--- config.mk ---
export PLATFORM = sky130hd
export DESIGN_NAME = uart_flow_ctrl
export DESIGN_NICKNAME = d
export VERILOG_FILES = /design/src/rtl/uart_flow_ctrl.sv
export SDC_FILE = /design/constraint.sdc
export NUM_CORES = 1
export LEC_CHECK = 0
export BUFFER_PORTS_ARGS = -buffer_cell sky130_fd_sc_hd__buf_4
export CAP_MARGIN = 20
export CORE_AREA = 5 5 42 44
export CTS_BUF_LIST = sky130_fd_sc_hd__clkbuf_16
export DETAILED_ROUTE_END_ITERATION = 12
export DIE_AREA = 0 0 47 49
export PLACE_DENSITY = 0.67
export SYNTH_ARGS = -nofsm -noshare
export SYNTH_HDL_FRONTEND = slang
export SYNTH_SLANG_ARGS = --single-unit
--- constraint.sdc ---
create_clock -name clk -period 0.9 [get_ports clk]
set_input_delay 0.135 -clock clk [delete_from_list [all_inputs] [get_ports clk]]
set_output_delay 0.135 -clock clk [all_outputs]
set_load 0.02 [all_outputs]
--- src/rtl/uart_flow_ctrl.sv ---
module uart_flow_ctrl #(
  parameter int LEVEL_W     = 7,
  parameter int SYNC_STAGES = 2
) (
  input  logic               clk,
  input  logic               rst_n,
  input  logic               auto_cts_en,
  input  logic               auto_rts_en,
  input  logic               cts_n,
  input  logic               tx_char_start,
  input  logic               tx_char_end,
  input  logic [LEVEL_W-1:0] rx_level,
  input  logic [LEVEL_W-1:0] rx_trigger,
  input  logic               sw_rts_n,
  input  logic               irq_clr,
  output logic               tx_permit,
  output logic               rts_n,
  output logic               flow_irq
);

  localparam int LAST = SYNC_STAGES - 1;

  logic [SYNC_STAGES-1:0] cts_sync;
  logic                   cts_safe;
  logic                   in_char;
  logic                   auto_active;
  logic                   fifo_full_ish;
  logic                   rts_q;
  logic                   irq_q;
  logic                   auto_rise;

  always_ff @(posedge clk or negedge rst_n)
    if (!rst_n) cts_sync <= '1;
    else        cts_sync <= {cts_sync[LAST-1:0], cts_n};

  assign cts_safe = cts_sync[LAST];

  always_ff @(posedge clk or negedge rst_n)
    if (!rst_n)              in_char <= 1'b0;
    else if (tx_char_start)  in_char <= 1'b1;
    else if (tx_char_end)    in_char <= 1'b0;

  assign tx_permit = in_char | ~auto_cts_en | ~cts_safe;

  assign auto_active   = auto_rts_en & ~sw_rts_n;
  assign fifo_full_ish = (rx_level >= rx_trigger);
  assign auto_rise     = auto_active & fifo_full_ish & ~rts_q;

  always_ff @(posedge clk or negedge rst_n)
    if (!rst_n)           rts_q <= 1'b1;
    else if (auto_active) rts_q <= fifo_full_ish;
    else                  rts_q <= sw_rts_n;

  always_ff @(posedge clk or negedge rst_n)
    if (!rst_n)         irq_q <= 1'b0;
    else if (auto_rise) irq_q <= 1'b1;
    else if (irq_clr)   irq_q <= 1'b0;

  assign rts_n    = rts_q;
  assign flow_irq = irq_q;

  // a started character keeps permission
  a_r4_char_holds: assert property (@(posedge clk) disable iff (!rst_n)
    (tx_char_start && !tx_char_end) |=> tx_permit);


  a_r2_gate_off: assert property (@(posedge clk) disable iff (!rst_n)
    !auto_cts_en |-> tx_permit);


  a_r5_auto_deassert: assert property (@(posedge clk) disable iff (!rst_n)
    (auto_rts_en && !sw_rts_n && rx_level >= rx_trigger) |=> rts_n);


  a_r6_auto_reassert: assert property (@(posedge clk) disable iff (!rst_n)
    (auto_rts_en && !sw_rts_n && rx_level < rx_trigger) |=> !rts_n);


  a_r7_sw_follow: assert property (@(posedge clk) disable iff (!rst_n)
    (!auto_rts_en || sw_rts_n) |=> (rts_n == $past(sw_rts_n)));


  a_r8_irq_set: assert property (@(posedge clk) disable iff (!rst_n)
    (auto_rts_en && !sw_rts_n && rx_level >= rx_trigger && !rts_n) |=> flow_irq);

  a_r8_irq_sticky: assert property (@(posedge clk) disable iff (!rst_n)
    (flow_irq && !irq_clr) |=> flow_irq);


  a_r9_no_sw_irq: assert property (@(posedge clk) disable iff (!rst_n)
    (!flow_irq && (!auto_rts_en || sw_rts_n)) |=> !flow_irq);

endmodule

# Word-level counts from Yosys, hierarchy flattened
# Cells that the tools add are included.
# totals
ff_bits,5
latch_bits,0
ram_bits,0
rom_bits,0
inputBits,23
out_inout_bits,3
wordCells,21
memories,0
# classes
add_sub_neg,0
mul,0
div_mod_pow,0
order_cmp,1
n_eq_ne,0
shift,0
n_mux,5
bitwise,9
n_reduce_logical,2
# op_table
cell,n
$ge 7x7->1,1
$mux 1,5
$not 1->1,4
$reduce_bool 2->1,2
$and 1x1->1,3
$or 1x1->1,2

# Logic depth before layout (Yosys ltp)
# Gate-level depths: netlist of the first run.
# depth
ltp_word,5
ltp_mapped,6
mapped_depth_nobuf,6

# Worst setup path after synthesis of the first run
# No wires, ideal clock.
# synth_timing
kind,input -> register
start,input rx_level[0]
end,register irq_q (netlist: flow_irq)
setup_time_ps,124
arrival_ps,1150
t_required_ps,776
path_slack_ps,-374
stages,6
path_buffers,0
path_cell_list,inv_1 ha_1 nand2b_4 a211o_1 a211oi_2 o41ai_1
# synth_between
elab_chain_cells,4
word_cells_on_any_way,5
cone_classes,order compare: 1; mux: 1; bitwise: 2; reduce/logical: 1
# synth_rtl
element,line_no,source
from (decl),12,"input logic [LEVEL_W-1:0] rx_level,"
$ge 7x7->1 *,46,assign fifo_full_ish = (rx_level >= rx_trigger);
$and 1x1->1 * (2 in series),47,assign auto_rise = auto_active & fifo_full_ish & ~rts_q;
$mux 1 / $reduce_bool 2->1 (equally long branches),-,
to (signal assigned),55,if (!rst_n) irq_q <= 1'b0;
to (signal assigned),56,else if (auto_rise) irq_q <= 1'b1;
to (signal assigned),57,else if (irq_clr) irq_q <= 1'b0;
to (decl),29,logic irq_q;
# Mark *: on every way between the ends. The rest lies on a longest branch, timed or not.
# A chain may end at the register's enable or synchronous reset.

# Worst setup path in the final report of the first run
# layout_timing
start,register cts_sync[1]
end,output tx_permit
# layout_between
elab_chain_cells,2
# layout_rtl
element,line_no,source
from (decl),23,logic [SYNC_STAGES-1:0] cts_sync;
from (signal assigned),34,"else cts_sync <= {cts_sync[LAST-1:0], cts_n};"
$not 1->1,43,assign tx_permit = in_char | ~auto_cts_en | ~cts_safe;
$or 1x1->1,43,
to (decl),16,"output logic tx_permit,"
# Every way passes these cells.

==> results.yml, run 1 <==
outcome:
  status: "complete, but fails checks"
  violations: "negative setup slack"
timing:
  max_freq_mhz: 921
  setup_violations: 4
  tightest_slew_ns: 0.241
  finClkSkew_ns: 0.0000678
  setup_ws_ns: -0.186
  fin_crit_ns: 1.09
  hold_violations: 0
  timing.final.crit_share: 1.21
  rsz0062_at_grt: "yes"
  slew_headroom: 0.838
  slew_violations: 0
cts:
  cts_inserted_buffers: 3
  clkLatencyLatePin_ns: 0.22
  tritoncts: "yes"
  htree_levels: 1
  clock-sinks: 5
  clockBufferDepth: 2
  root_buffer: "clkbuf_16"
  path_clk_slew_ns: 0.03
power_and_ir_drop:
  pwr-share-seq: 0.213
  leakage_nw: 0.385
  power_density_nw_per_um2: 1660
  ir_worst_vdd_uv: 1110
  internal-power_mw: 0.962
  power_frac_comb: 0.185
  p_sw_mw: 0.229
  p_clk_frac: 0.602
  sw_frac_of_total: 0.192
worst_setup_path:
  crit_fanout: 1
  end_kind: "output pin"
  cp.arrival_ns: 0.95
  critPathRequiredTime_ns: 0.76
  cp_slowest_cell: "dfstp_2"
  path_cells: "nand3b_1 -> buf_6"
  crit_type: "flip-flop to output pin"
  critPathMaxStageDelay_ns: 0.50
  worstSetupStartpointType: "flip-flop"
logic_synthesis:
  synth_cell_types: 16
  synth_warnings: 0
  synth_nets: 65
  syn-cell-area_um2: 353
  synth_cells: 35
  yosysSeqAreaShare: 0.365
  synth.largest_area_cell: "ha_1"
  ys_seq_elements: 5
  synth_top_area_share: 0.248
  avgSynthCellArea_um2: 10.1
  yosys-top-cells-area: "ha_1 25%, dfstp_2 22%, dfrtp_1 14%"
floorplanning:
  die_area_um2: 2300
  row_count: 14
  ioPinCount: 26
  start_util: 0.252
  coreArea_um2: 1400
  die_w_um: 47
  die_h_um: 49
global_routing:
  grt.total_usage: 0.0816
  grt_first_pass_wirelength_um: 1320
  grt_pass1_vias: 343
  grt-ovfl-total: 0
  grt_max_degree: 6
  antenna_found_initial: 0
finish:
  nets: 98
  final_cells: 83
  diodes: 0
  drive_above_1_share: 0.582
  multi_input_area_um2: 215
  area_growth_pct: 103
  seq_area_um2: 129
  utilization: 0.512
  fill_cells: 145
drt:
  drt_pass1_iterations: 1
  ant_nets: 0
  num_vias: 344
  wire_per_inst_um: 10.0
  drcViolationCount: 0
  avgViaCountPerCell: 4.14
  wirelength_um: 831
  drt_iter0_drc: 0
min_path:
  hp-class: "input pin to flip-flop"
placed_design:
  dp.final_hpwl_um: 723
  port_buffers: 25
  gp_congestion: 0.615
  dp_cells: 76
run:
  cap_violations: 0
==> cell families (layout without fill, tap and decap cells) <==
kind of cell,Yosys count,count (layout),synth area share
AOI/OAI and AO/OA,7,7,0.163
adders and majority gates,7,7,0.248
buffers and inverters,9,41,0.0957
DFF,5,5,0.365
and+or+nand+nor,7,7,0.128
==> layout make-up <==
class / count / share of cell area
Sequential cell: 5 / 0.180
Clock inverter: 1 / 0.00524
Clock buffer: 3 / 0.105
Inverter: 9 / 0.0541
Timing Repair Buffer: 28 / 0.328
Tap cell: 16 / 0.0279
Multi-Input combinational cell: 21 / 0.300
==> Yosys cell counts <==
master,number
nand2b_4,1
ha_1,7
dfstp_2,3
dfrtp_1,2
nand3b_1,1
a211o_1,1
nand2b_1,1
a21o_1,1
a211oi_2,1
nor2_1,3
o41ai_1,1
a211oi_1,1
o21bai_1,1
inv_1,9
o21ai_0,1
nand4_1,1
==> cell usage in the layout (no fill, tap or decap), types with 2 or more instances in the layout <==
| cell type | count |
|---|---|
| dfrtp_1 | 2 |
| dfstp_2 | 3 |
| a211oi_2 | 2 |
| clkbuf_16 | 3 |
| buf_6 | 4 |
| nor2_1 | 3 |
| buf_4 | 22 |
| ha_1 | 6 |
| inv_1 | 9 |
==> stage by stage <==
stage / setup TNS, ns / instance area (um^2) / total power, mW / setup slack [ns] / hold WS [ns]
final: -0.592 / 717 / 1.19 / -0.186 / 0.0210
after global routing: -0.723 / 717 / 1.25 / -0.220 / 0.0204
after CTS: -0.616 / 713 / 1.21 / -0.195 / 0.0186
after detailed placement: -0.829 / 578 / 0.449 / -0.461 / -0.0622
after global placement: -0.757 / 578 / 0.446 / -0.397 / -0.0620
after floorplan: -0.421 / 370 / 0.343 / -0.235 / -0.161
==> power groups by stage <==
| stage | clock network (mW) | logic [mW] | registers, mW |
|---|---|---|---|
| 4_1_cts | 0.733 | 0.224 | 0.254 |
| 2_1_floorplan | 0 | 0.0803 | 0.262 |
| 5_1_grt | 0.751 | 0.245 | 0.255 |
| 3_3_place_gp | 0 | 0.191 | 0.255 |
| 3_5_place_dp | 0 | 0.194 | 0.255 |
| 6_report | 0.717 | 0.220 | 0.254 |
==> final timing paths <==
kind | start | endpoint | slack [ns] | cells after the start
max | cts_sync[1] | tx_permit | -0.19 | 2
min | cts_n | cts_sync[0] | 0.02 | 1
max reg2reg | rts_n | flow_irq | 0.03 | 2
min reg2reg | cts_sync[0] | cts_sync[1] | 0.35 | 0
max in group asynchronous | rst_n | cts_sync[1] | 0.46 | 2
min in group asynchronous | rst_n | flow_irq | 0.24 | 2
==> critical path: cells and delay by family (launching register included) <==
family | cells | cell delay, ns
simple gates | 1 | 0.08
buf+inv | 1 | 0.14
flops | 1 | 0.50
==> state kept, by name (all words and copies together), names as in the netlist <==
register,cells
in_char,1
rts_n,1
cts_sync,2
flow_irq,1
==> routing by layer <==
layer	track usage	vias up	routed length [um]
met5	0	-	0
met4	0.0276	0	0
met3	0.0627	0	126
met2	0.118	18	403
met1	0.0899	145	301
li1	-	181	-
==> timing repair <==
item                                    4_1_cts  5_1_grt
setup buffers                                 2        0
hold endpoints to repair                      5        0
gates resized for setup                       7        2
hold buffers                                  1        0
endpoints found under the setup margin        5        5
pin swaps                                     1        2
Note: power is estimated with default switching activity, not from simulation.
==> run 2: changes to the inputs <==
- CAP_MARGIN: 20 -> default
- CTS_BUF_LIST: sky130_fd_sc_hd__clkbuf_16 -> default
==> results.yml, run 2 (synthesis gave the netlist of run 1 again) <==
cts:
  clockBufferDepth: 2
  htree_levels: 1
  cts_inserted_buffers: 3
  clkLatencyLatePin_ns: 0.24
  root_buffer: "clkbuf_4"
  path_clk_slew_ns: 0.04
  tritoncts: "yes"
  clock-sinks: 5
drt:
  drt_pass1_iterations: 1
  avgViaCountPerCell: 4.22
  wire_per_inst_um: 10.1
  drt_iter0_drc: 0
  ant_nets: 0
  num_vias: 350
  wl_met2_um: 412
  wirelength_met1_um: 316
  top_layer_used: "met3"
  drcViolationCount: 0
  dr_wl_met3_um: 113
  wirelength_um: 842
worst_setup_path:
  rrSetupSlack_ns: 0.13
  regToRegEndpoint: "flow_irq"
  worstSetupStartpointType: "flip-flop"
  reg2reg_from: "flow_irq"
  end_kind: "output pin"
  reg2reg_depth: 3
  crit_end: "tx_permit"
  path_cells: "nand3b_1 -> buf_6"
  crit_fanout: 1
  cp.arrival_ns: 0.96
  crit_start: "cts_sync[1]"
  critPathRequiredTime_ns: 0.76
  cp_slowest_cell: "dfstp_2"
  crit_type: "flip-flop to output pin"
  critPathMaxStageDelay_ns: 0.51
placed_design:
  dp.final_hpwl_um: 723
  gp_congestion: 0.615
  port_buffers: 25
floorplanning:
  start_util: 0.252
  coreArea_um2: 1400
  die_w_um: 47
  die_area_um2: 2300
  ioPinCount: 26
  row_count: 14
  die_h_um: 49
timing:
  slew_violations: 0
  tightest_slew_ns: 0.227
  hold_violations: 0
  max_freq_mhz: 910
  setup_violations: 5
  slew_headroom: 0.847
  rsz0062_at_grt: "yes"
  timing.final.crit_share: 1.22
  fin_crit_ns: 1.10
  setup_ws_ns: -0.199
  finClkSkew_ns: 0.000109
global_routing:
  grt.total_usage: 0.0858
  grt_first_pass_wirelength_um: 1400
  antenna_found_initial: 0
  grt_pass1_vias: 356
  grt_max_degree: 6
  grt-ovfl-total: 0
finish:
  fill_cells: 152
  diodes: 0
  final_cell_mix: "21 x buf_4, 8 x inv_1, 6 x ha_1"
  nets: 98
  largest_register_ffs: 2
  drive_above_1_share: 0.567
  utilization: 0.476
  top_register: "cts_sync"
  area_growth_pct: 89.0
  layout_commonest_cell: "buf_4"
power_and_ir_drop:
  power_density_nw_per_um2: 1100
  leakage_nw: 0.356
  p_total_mw: 0.733
  ir_worst_vdd_uv: 748
outcome:
  violations: "negative setup slack"
  status: "complete, but fails checks"
min_path:
  hp-class: "input pin to flip-flop"
run:
  cap_violations: 0
-- run 2: how the worst min path moves through the flow --
stage / start / endpoint / slack (ns) / cells past startpoint
2_1_floorplan: rst_n / flow_irq / -0.16 / 0
3_3_place_gp: rst_n / flow_irq / -0.06 / 1
3_5_place_dp: rst_n / flow_irq / -0.06 / 1
4_1_cts: tx_char_start / in_char / 0.07 / 2
5_1_grt: tx_char_start / in_char / 0.06 / 2
6_report: tx_char_start / in_char / 0.07 / 2
-- run 2: timing repair --
action | in CTS | in global routing
gates resized for setup | 6 | 3
buffers inserted | 1 | 0
endpoints found under the hold margin | 6 | 0
hold buffers | 2 | 0
endpoints found under the setup margin | 5 | 5
pin swaps | 1 | 1
-- run 2: final cells by class --
class,count,area [um^2],area share
clock buffer,4,26.3,0.0394
inverter,9,38.8,0.0582
multi-input combinational,21,215,0.323
sequential,5,129,0.193
tap,16,20.0,0.0300
timing repair buffer,28,238,0.356
-- run 2: where the power goes --
part / leakage, nW / switching [mW] / internal, mW
clock: 0.0150 / 0.0930 / 0.168
combinational: 0.285 / 0.0788 / 0.139
sequential: 0.0560 / 0.00828 / 0.246
-- run 2: worst max-delay path, delay by kind of cell (launching register included) --
family / cells / cell delay (ns)
buffers and inverters: 1 / 0.14
flip-flops: 1 / 0.51
AND/OR/NAND/NOR: 1 / 0.08
-- run 2: per-stage QoR --
| step | cell area (um^2) | hold WS, ns | setup WS (ns) | setup TNS, ns | cells |
|---|---|---|---|---|---|
| 6_report | 667 | 0.0749 | -0.199 | -0.577 | 83 |
| 2_1_floorplan | 370 | -0.161 | -0.235 | -0.421 | 35 |
| 3_3_place_gp | 578 | -0.0620 | -0.397 | -0.757 | 76 |
| 5_1_grt | 667 | 0.0636 | -0.245 | -0.750 | 83 |
| 3_5_place_dp | 578 | -0.0622 | -0.461 | -0.829 | 76 |
| 4_1_cts | 656 | 0.0654 | -0.219 | -0.628 | 83 |
-- run 2: routing by layer --
metal  up-vias  track usage
met4         0       0.0276
li1        182            -
met3         0       0.0664
met2        16        0.124
met1       152       0.0944
met5         -            0
